[config.mk]
export PLATFORM = sky130hd
export DESIGN_NAME = scanTrigGen
export DESIGN_NICKNAME = d
export VERILOG_FILES = /design/src/rtl/scan_trig_pkg.sv /design/src/rtl/scanTrigCtrl.sv /design/src/rtl/scanTrigDp.sv /design/src/rtl/scanTrigGen.sv
export SDC_FILE = /design/constraint.sdc
export NUM_CORES = 1
export LEC_CHECK = 0
export BUFFER_PORTS_ARGS = -buffer_cell sky130_fd_sc_hd__buf_2
export CELL_PAD_IN_SITES_DETAIL_PLACEMENT = 0
export CELL_PAD_IN_SITES_GLOBAL_PLACEMENT = 1
export CORE_MARGIN = 3
export CORE_UTILIZATION = 49
export DETAILED_ROUTE_END_ITERATION = 6
export PLACE_DENSITY_LB_ADDON = 0.1
export SKIP_LAST_GASP = 1
export SLEW_MARGIN = 30
export SYNTH_ARGS = -nofsm -noshare
export SYNTH_HDL_FRONTEND = slang
export SYNTH_SLANG_ARGS = --single-unit
[constraint.sdc]
create_clock -name clk -period 3.01 [get_ports clk]
set_clock_uncertainty 0.1 [all_clocks]
set_input_delay 0.1505 -clock clk [delete_from_list [all_inputs] [get_ports clk]]
set_output_delay 0.1505 -clock clk [all_outputs]
set_load 0.01 [all_outputs]
[src/rtl/scan_trig_pkg.sv]
package scan_trig_pkg;

  localparam logic [3:0] CODE_EXT = 4'd0;
  localparam logic [3:0] CODE_OFF = 4'd15;
  localparam int PER_W = 14;

  // Strobes from control to datapath
  typedef struct packed {
    logic       restart;   // clear the rate timer
    logic       intEn;     // internal rate selected and armed
    logic       extEn;     // external/soft source selected and armed
    logic [2:0] rateSel;   // index of the internal rate, 0 = fastest
  } trigCtl_t;

  // Period in 10 us base ticks for each internal rate
  function automatic logic [PER_W-1:0] ratePeriod(input logic [2:0] sel);
    case (sel)
      3'd0:    ratePeriod = PER_W'(1);
      3'd1:    ratePeriod = PER_W'(5);
      3'd2:    ratePeriod = PER_W'(20);
      3'd3:    ratePeriod = PER_W'(100);
      3'd4:    ratePeriod = PER_W'(500);
      3'd5:    ratePeriod = PER_W'(2000);
      3'd6:    ratePeriod = PER_W'(10000);
      default: ratePeriod = PER_W'(1);
    endcase
  endfunction

endpackage

[src/rtl/scanTrigCtrl.sv]
module scanTrigCtrl
  import scan_trig_pkg::*;
(
  input  logic       clk,
  input  logic       rstN,
  input  logic [3:0] rateCode,
  input  logic       arm,
  output trigCtl_t   ctl
);

  logic [3:0] codeQ;
  logic [3:0] selW;
  logic       isInternal;

  always_ff @(posedge clk or negedge rstN) begin
    if (!rstN) codeQ <= CODE_OFF;
    else       codeQ <= rateCode;
  end

  always_comb begin
    isInternal  = (rateCode >= 4'd1) && (rateCode <= 4'd7);
    selW        = rateCode - 4'd1;
    ctl.restart = !arm || (rateCode != codeQ);
    ctl.intEn   = arm && isInternal;
    ctl.extEn   = arm && (rateCode == CODE_EXT);
    ctl.rateSel = selW[2:0];
  end

endmodule

[src/rtl/scanTrigDp.sv]
module scanTrigDp
  import scan_trig_pkg::*;
#(
  parameter int TICK_DIV    = 1000,
  parameter int STRETCH     = 2000000,
  parameter int SYNC_STAGES = 2
) (
  input  logic     clk,
  input  logic     rstN,
  input  trigCtl_t ctl,
  input  logic     softTrig,
  input  logic     extTrigAsync,
  output logic     scanStart,
  output logic     trigActive
);

  localparam int TICK_W = (TICK_DIV > 1) ? $clog2(TICK_DIV) : 1;
  localparam int STR_W  = $clog2(STRETCH + 1);
  localparam logic [TICK_W-1:0] TICK_LAST = TICK_W'(TICK_DIV - 1);

  logic [SYNC_STAGES:0] extSh;
  logic [TICK_W-1:0]    tickCnt;
  logic [PER_W-1:0]     perCnt;
  logic [PER_W-1:0]     perLast;
  logic [STR_W-1:0]     strCnt;
  logic                 tick, extRise, intFire, extFire, anyFire;

  // synchroniser plus one edge-detect stage
  always_ff @(posedge clk or negedge rstN) begin
    if (!rstN) extSh <= '0;
    else       extSh <= {extSh[SYNC_STAGES-1:0], extTrigAsync};
  end

  always_comb begin
    extRise = extSh[SYNC_STAGES-1] & ~extSh[SYNC_STAGES];
    tick    = (tickCnt == TICK_LAST);
    perLast = ratePeriod(ctl.rateSel) - PER_W'(1);
    intFire = ctl.intEn && !ctl.restart && tick && (perCnt == perLast);
    extFire = ctl.extEn && (extRise || softTrig);
    anyFire = intFire || extFire;
  end

  // prescaler and period timer
  always_ff @(posedge clk or negedge rstN) begin
    if (!rstN) begin
      tickCnt <= '0;
      perCnt  <= '0;
    end else if (ctl.restart || !ctl.intEn) begin
      tickCnt <= '0;
      perCnt  <= '0;
    end else begin
      tickCnt <= tick ? '0 : tickCnt + TICK_W'(1);
      if (tick) perCnt <= (perCnt == perLast) ? '0 : perCnt + PER_W'(1);
    end
  end

  always_ff @(posedge clk or negedge rstN) begin
    if (!rstN) begin
      scanStart <= 1'b0;
      strCnt    <= '0;
    end else begin
      scanStart <= anyFire;
      if (anyFire)          strCnt <= STR_W'(STRETCH);
      else if (strCnt != 0) strCnt <= strCnt - STR_W'(1);
    end
  end

  assign trigActive = (strCnt != '0);

endmodule

[src/rtl/scanTrigGen.sv]
module scanTrigGen
  import scan_trig_pkg::*;
#(
  parameter int TICK_DIV = 1000,
  parameter int STRETCH  = 2000000
) (
  input  logic       clk,
  input  logic       rstN,
  input  logic [3:0] rateCode,
  input  logic       arm,
  input  logic       softTrig,
  input  logic       extTrigAsync,
  output logic       scanStart,
  output logic       trigActive
);

  trigCtl_t ctl;

  scanTrigCtrl ctrl_i (
    .clk      (clk),
    .rstN     (rstN),
    .rateCode (rateCode),
    .arm      (arm),
    .ctl      (ctl)
  );

  scanTrigDp #(
    .TICK_DIV    (TICK_DIV),
    .STRETCH     (STRETCH),
    .SYNC_STAGES (2)
  ) dp_i (
    .clk          (clk),
    .rstN         (rstN),
    .ctl          (ctl),
    .softTrig     (softTrig),
    .extTrigAsync (extTrigAsync),
    .scanStart    (scanStart),
    .trigActive   (trigActive)
  );

endmodule

After elaboration in Yosys (flattened, before gate mapping)
Index checks and enable logic that the tools add are counted.

Bits in latches: 0. Register bits after elaboration: 53. Memories kept: 0. Bits of input ports: 9. Output and inout bits: 2. Memory bits (writable): 0. Bits in read-only memories: 0. Word-level logic and storage cells: 50.

Eq/ne operators: 9. Mux-type cells: 8. Bitwise logic cells: 2. Order comparisons: 2. $mul: 0. Reductions and logical operators: 18. $add $sub $neg: 5. Divide/modulo/power cells: 0. Shift-type cells: 0.

Operators by type and width (count): $pmux 14 s6 (1); $mux 14 (3); $mux 21 (2); $reduce_bool 21->1 (1); $sub 21x1->21 const B (1); $mux 10 (2); $add 14x1->14 const B (1); $eq 14x14->1 (1); $sub 14x1->14 const B (1); $add 10x1->10 const B (1); $eq 10x10->1 const B (1); $eq 3x3->1 const B (3); $logic_and 1x1->1 (7); $eq 3x2->1 const B (2); $ge 4x1->1 const B (1); $le 4x3->1 const B (1); $logic_not 4->1 (1); $logic_or 1x1->1 (4); $ne 4x4->1 (1); $reduce_bool 2->1 (2); $eq 3x1->1 const B (1); $logic_not 1->1 (3); $sub 3x1->3 const B (1); $and 1x1->1 (1); $not 1->1 (1).

Logic depth before layout (Yosys ltp)
Depth after elaboration: 8. Mapped depth: 10. Depth with buffers taken out: 8.

Modules after synthesis
Synthesis repeated with hierarchy kept, for this count alone.

Cells, all modules: 319. Area, all modules: 2975.4 um^2.

Modules (own cells, without submodules): scanTrigDp (sequential area each 1226.2 um^2, area an instance 2752.6 um^2, instances 1, cells each 300); scanTrigCtrl (sequential area each 105.1 um^2, area an instance 222.7 um^2, instances 1, cells each 19).

Least setup slack after synthesis
OpenSTA, ideal clock, no wires.

Kind: input-to-reg. From: input port rateCode[1]. To: register dp_i.strCnt[7]. Buffers on the path: 1. Stages on the path: 9. Data arrival time: 2.236 ns. Path slack: 0.543 ns. Library setup time: 0.131 ns. Required time: 2.779 ns. Cells stage by stage: inv_1 > ha_1 > nor2b_1 > a2111o_1 > and3_4 > o21a_1 > o2111a_1 > buf_6 > or3_1.

Word-level cells in the longest chain between the ends: 8. Elaborated cells on any way between the ends: 26. Classes of those cells: add/sub (2); order compare (2); eq/ne (8); mux (2); reduce/logical (12).

RTL lines: start, declared (RTL line scanTrigGen.sv:9) `input logic [3:0] rateCode,`; $sub 3x1->3 (tied with other cells) (RTL line scanTrigCtrl.sv:22) `selW = rateCode - 4'd1;`; $eq 3x3->1 (tied with other cells) (RTL line scan_trig_pkg.sv:17) `case (sel)`; $pmux 14 s6 (tied with other cells) (RTL line scan_trig_pkg.sv:17); $sub 14x1->14 or $logic_and 1x1->1 (tied branches) (RTL line scanTrigDp.sv:37, scanTrigDp.sv:38); $eq 14x14->1 or $logic_and 1x1->1 (tied branches) (RTL line scanTrigDp.sv:38) `intFire = ctl.intEn && !ctl.restart && tick && (perCnt == perLast);`; $logic_and 1x1->1 (RTL line scanTrigDp.sv:38); $logic_or 1x1->1 (*) (RTL line scanTrigDp.sv:40) `anyFire = intFire || extFire;`; $mux 21 or $reduce_bool 2->1 (tied branches); end signal, assigned (RTL line scanTrigDp.sv:63) `if (anyFire) strCnt <= STR_W'(STRETCH);`; end signal, assigned (RTL line scanTrigDp.sv:64) `else if (strCnt != 0) strCnt <= strCnt - STR_W'(1);`; end, declared (RTL line scanTrigDp.sv:25) `logic [STR_W-1:0] strCnt;`.

Every way passes the cells marked *; elsewhere a longest branch is shown, timed or not. A chain may end at the register's enable or synchronous reset.

Final worst setup path
From: input port rateCode[2]. To: register dp_i.perCnt[4].

Word-level cells in the longest chain between the ends: 8. Elaborated cells on any way between the ends: 22. Classes of those cells: add/sub (2); order compare (2); eq/ne (8); mux (4); reduce/logical (6).

RTL lines: $sub 3x1->3 (RTL line scanTrigCtrl.sv:22); $eq 3x3->1 (tied with other cells) (RTL line scan_trig_pkg.sv:17); $pmux 14 s6 (RTL line scan_trig_pkg.sv:17); $sub 14x1->14 (RTL line scanTrigDp.sv:37) `perLast = ratePeriod(ctl.rateSel) - PER_W'(1);`; $eq 14x14->1 (RTL line scanTrigDp.sv:53) `if (tick) perCnt <= (perCnt == perLast) ? '0 : perCnt + PER_W'(1);`; $mux 14 (2 in series) (RTL line scanTrigDp.sv:53); $mux 14 (RTL line scanTrigDp.sv:48) `end else if (ctl.restart || !ctl.intEn) begin`; end signal, assigned (RTL line scanTrigDp.sv:53); end, declared (RTL line scanTrigDp.sv:23) `logic [PER_W-1:0] perCnt;`.

Parallel ways exist; a longest one is shown, timed or not. The select of a mux whose other input is x is not followed.

==> results by group <==
Cells and area
  – ANT cells: 0
  – Layout cell share with drive strength beyond 1: 17.2%
  – Fin util: 57.5%
  – P&R area growth vs syn: 12.3%
  – Most frequent cells in the layout: 49 x dfrtp_1, 33 x nor2_1, 22 x xor2_1, 17 x nor3_1, 17 x nand2_1
  – # fillers: 580
  – Fin nets: 400
  – Commonest non-fill, non-tap cell in the layout: dfrtp_1

Logic synthesis
  – Post-synth top area share: 37.1%
  – Seq cells post-synth: 53
  – Netlist cell types: 55
  – Post-synthesis sequential area ratio: 40.3%
  – Synth warn: 0
  – Main area contributors after synthesis: dfrtp_1 37%, xor2_1 5.8%, ha_1 5.7%
  – Largest family of logic cells by synthesized area: simple AND/OR/NAND/NOR gates
  – Mean Syn Cell Area: 9.46 um^2
  – Post-Synth Adder-Cell Area: 5.68%
  – Synth async-reset ratio: 100%
  – Post-Syn Area: 3300 um^2
  – Number of synthesized flops with an enable pin: 0
  – Synth Flop Type: dfrtp_1
  – Synth Instances: 349
  – Post-synthesis compound-gate area fraction: 11.1%
  – Post-synthesis mux area share: 1.52%
  – Biggest area consumer among synthesized cells: dfrtp_1
  – Syn nets: 373
  – Post-synthesis xor/xnor area fraction: 9.24%
  – Synth Area in Simple Gates: 29.3%

Drt
  – DRT Pass-1 Iters: 4
  – Antenna viol nets, final: 0
  – First DRT Iteration DRCs: 82
  – DR vias/cell: 5.69
  – WL/cell: 15.1 um
  – Final routed DRC violation total: 0
  – WL final: 6840 um
  – Via count: 2,583

CTS
  – CTS max path bufs: 2
  – CTS buffer count: 5
  – H-tree depth: 2
  – CTS Root Cell: clkbuf_8
  – Worst-skew pair later-pin latency: 0.30 ns
  – Sink Count: 53
  – Clock-pin transition on the worst setup and hold timing paths: 0.10 ns
  – CTS tree: built

Setup path
  – WS Path Type: in -> reg
  – Reg2reg setup slack: 0.46 ns
  – Crit path required time: 3.07 ns
  – Crit Path Max Fanout: 11
  – Startpoint types: input port
  – Worst Setup End Kind: flop
  – WP data arrival: 2.92 ns

Timing
  – Least-Margin Pin Slew: 0.681 ns
  – Final period util: 94.8%
  – Worst Slack Setup Final: 0.156 ns
  – Worst rel slew slack: 54.6%
  – Setup violations, final: 0
  – Fin. max-slew vios: 0
  – RSZ-0062 raised after global routing: yes
  – Hold Fails Final Rpt: 0
  – Max Freq: 350 MHz
  – TNS Setup: 0 ns
  – Fin crit period: 2.85 ns

Floorplanning
  – Full die area: 7760 um^2
  – Die Y: 88.1 um
  – Initial core utilization: 51.1%
  – Top Ports: 11
  – Die Wd: 88.1 um
  – Cell Rows: 29
  – Total core area: 6460 um^2

Run status
  – Status: finished, final reports clean

Placed design
  – Placer Congestion: 0.828
  – Post-detail-place hpwl: 4950 um
  – DP Worst Slack: 0.192 ns
  – Port-buffer cells: 10

Global routing
  – Initial antenna violation count: 0
  – GR Util All Layers: 19.6%
  – Global-route wire length before repair: 12,100 um
  – Gr ovfl total: 0
  – Vias in the first global route: 2,536
  – Largest net degree at the start of global routing: 54

Pwr
  – Max VDD drop: 0.251 mV
  – Lkg Pwr: 1.54 nW
  – P per Cell Area: 504 nW/um^2

Worst hold path
  – Min-delay worst type: in -> reg

Flow run
  – Maxcap violations: 0
-- synthesized netlist by cell type (5+ instances only) --
library cell / instances
dfrtp_1: 49
nor2_1: 33
xor2_1: 22
nand2_1: 17
nor3_1: 17
nor4_1: 17
ha_1: 15
nand3_1: 15
or3_1: 14
a21oi_1: 12
and3_1: 11
xnor2_1: 11
inv_1: 10
nor3_2: 10
o21ai_0: 10
clkbuf_1: 8
nand2b_1: 8
mux2i_1: 5
-- final cells by class --
type	instances	area (um^2)	area share [%]
multi-input cells	275	1910	51.3
flip-flops and latches	53	1330	35.9
repair buffers	31	220	5.93
well taps	77	96.3	2.60
clock buffers	6	82.6	2.23
clock inverters	2	37.5	1.01
inverters	10	37.5	1.01
-- stage by stage --
stage               cell area, um^2  hold slack (ns)  instances  power, mW
global route                   3710           0.0152        454       2.00
detailed placement             3530            0.161        441       1.37
finish                         3710           0.0193        454       1.87
global placement               3530            0.158        441       1.35
floorplan                      3300           -0.245        349       1.24
CTS                            3700          0.00650        454       1.89
-- worst max-delay path, stage by stage --
cell and delay [ns]:
dlygate4sd3_1 0.52, buf_2 0.26, ha_2 0.33, nor2b_1 0.07
a2111o_1 0.45, and3_4 0.20, o21ai_0 0.28, a2111oi_2 0.11
buf_4 0.20, a2111oi_0 0.35
-- logic make-up after synthesis --
logic type / count (synthesis)
adders and majority gates: 15
DFF: 53
buffers and inverters: 21
xor gates and xnor gates: 34
AOI/OAI and AO/OA: 52
muxes: 5
and+or+nand+nor: 169
-- report_power, final --
part	internal, mW	leakage, nW	switching (mW)
combinational	0.209	0.807	0.221
clock	0.271	0.0574	0.239
sequential	0.827	0.674	0.104
total	1.31	1.54	0.564
-- path summary, 6_finish.rpt --
| kind | start | to | cells after the start |
|---|---|---|---|
| setup reg to reg | dp_i.strCnt[4]$_DFFE_PN0P_ | dp_i.strCnt[18]$_DFFE_PN0P_ | 6 |
| min in group asynchronous | rstN | dp_i.strCnt[5]$_DFFE_PN0P_ | 3 |
| hold / removal | rateCode[0] | ctrl_i.codeQ[0]$_DFF_PN1_ | 2 |
| setup / recovery | rateCode[2] | dp_i.perCnt[4]$_DFFE_PN0P_ | 10 |
| max in group asynchronous | rstN | dp_i.perCnt[2]$_DFFE_PN0P_ | 3 |
| hold reg to reg | dp_i.extSh[0]$_DFF_PN0_ | dp_i.extSh[1]$_DFF_PN0_ | 0 |
-- sequential cells by signal, indices dropped and copies added (netlist names) --
signal          flops
dp_i.strCnt        21
dp_i.perCnt        14
dp_i.tickCnt       10
ctrl_i.codeQ        4
dp_i.extSh          3
dp_i.scanStart      1
-- what timing repair did --
| action | 4_1_cts | 5_1_grt |
|---|---|---|
| setup buffers | 0 | 0 |
| hold buffers | 5 | 0 |
| resized for setup | 0 | 3 |
| endpoints found under the hold margin | 53 | 0 |
| setup endpoints to repair | 0 | 21 |
-- routing by layer --
| metal | vias to the layer above | GRT usage (%) | wire length (um) |
|---|---|---|---|
| li1 | 1325 | - | - |
| met1 | 1226 | 27.5 | 3440 |
| met2 | 23 | 31.9 | 3160 |
| met3 | 9 | 3.29 | 155 |
| met4 | 0 | 4.53 | 89 |
| met5 | - | 0 | 0 |
Power figures use the tool's default switching activity.
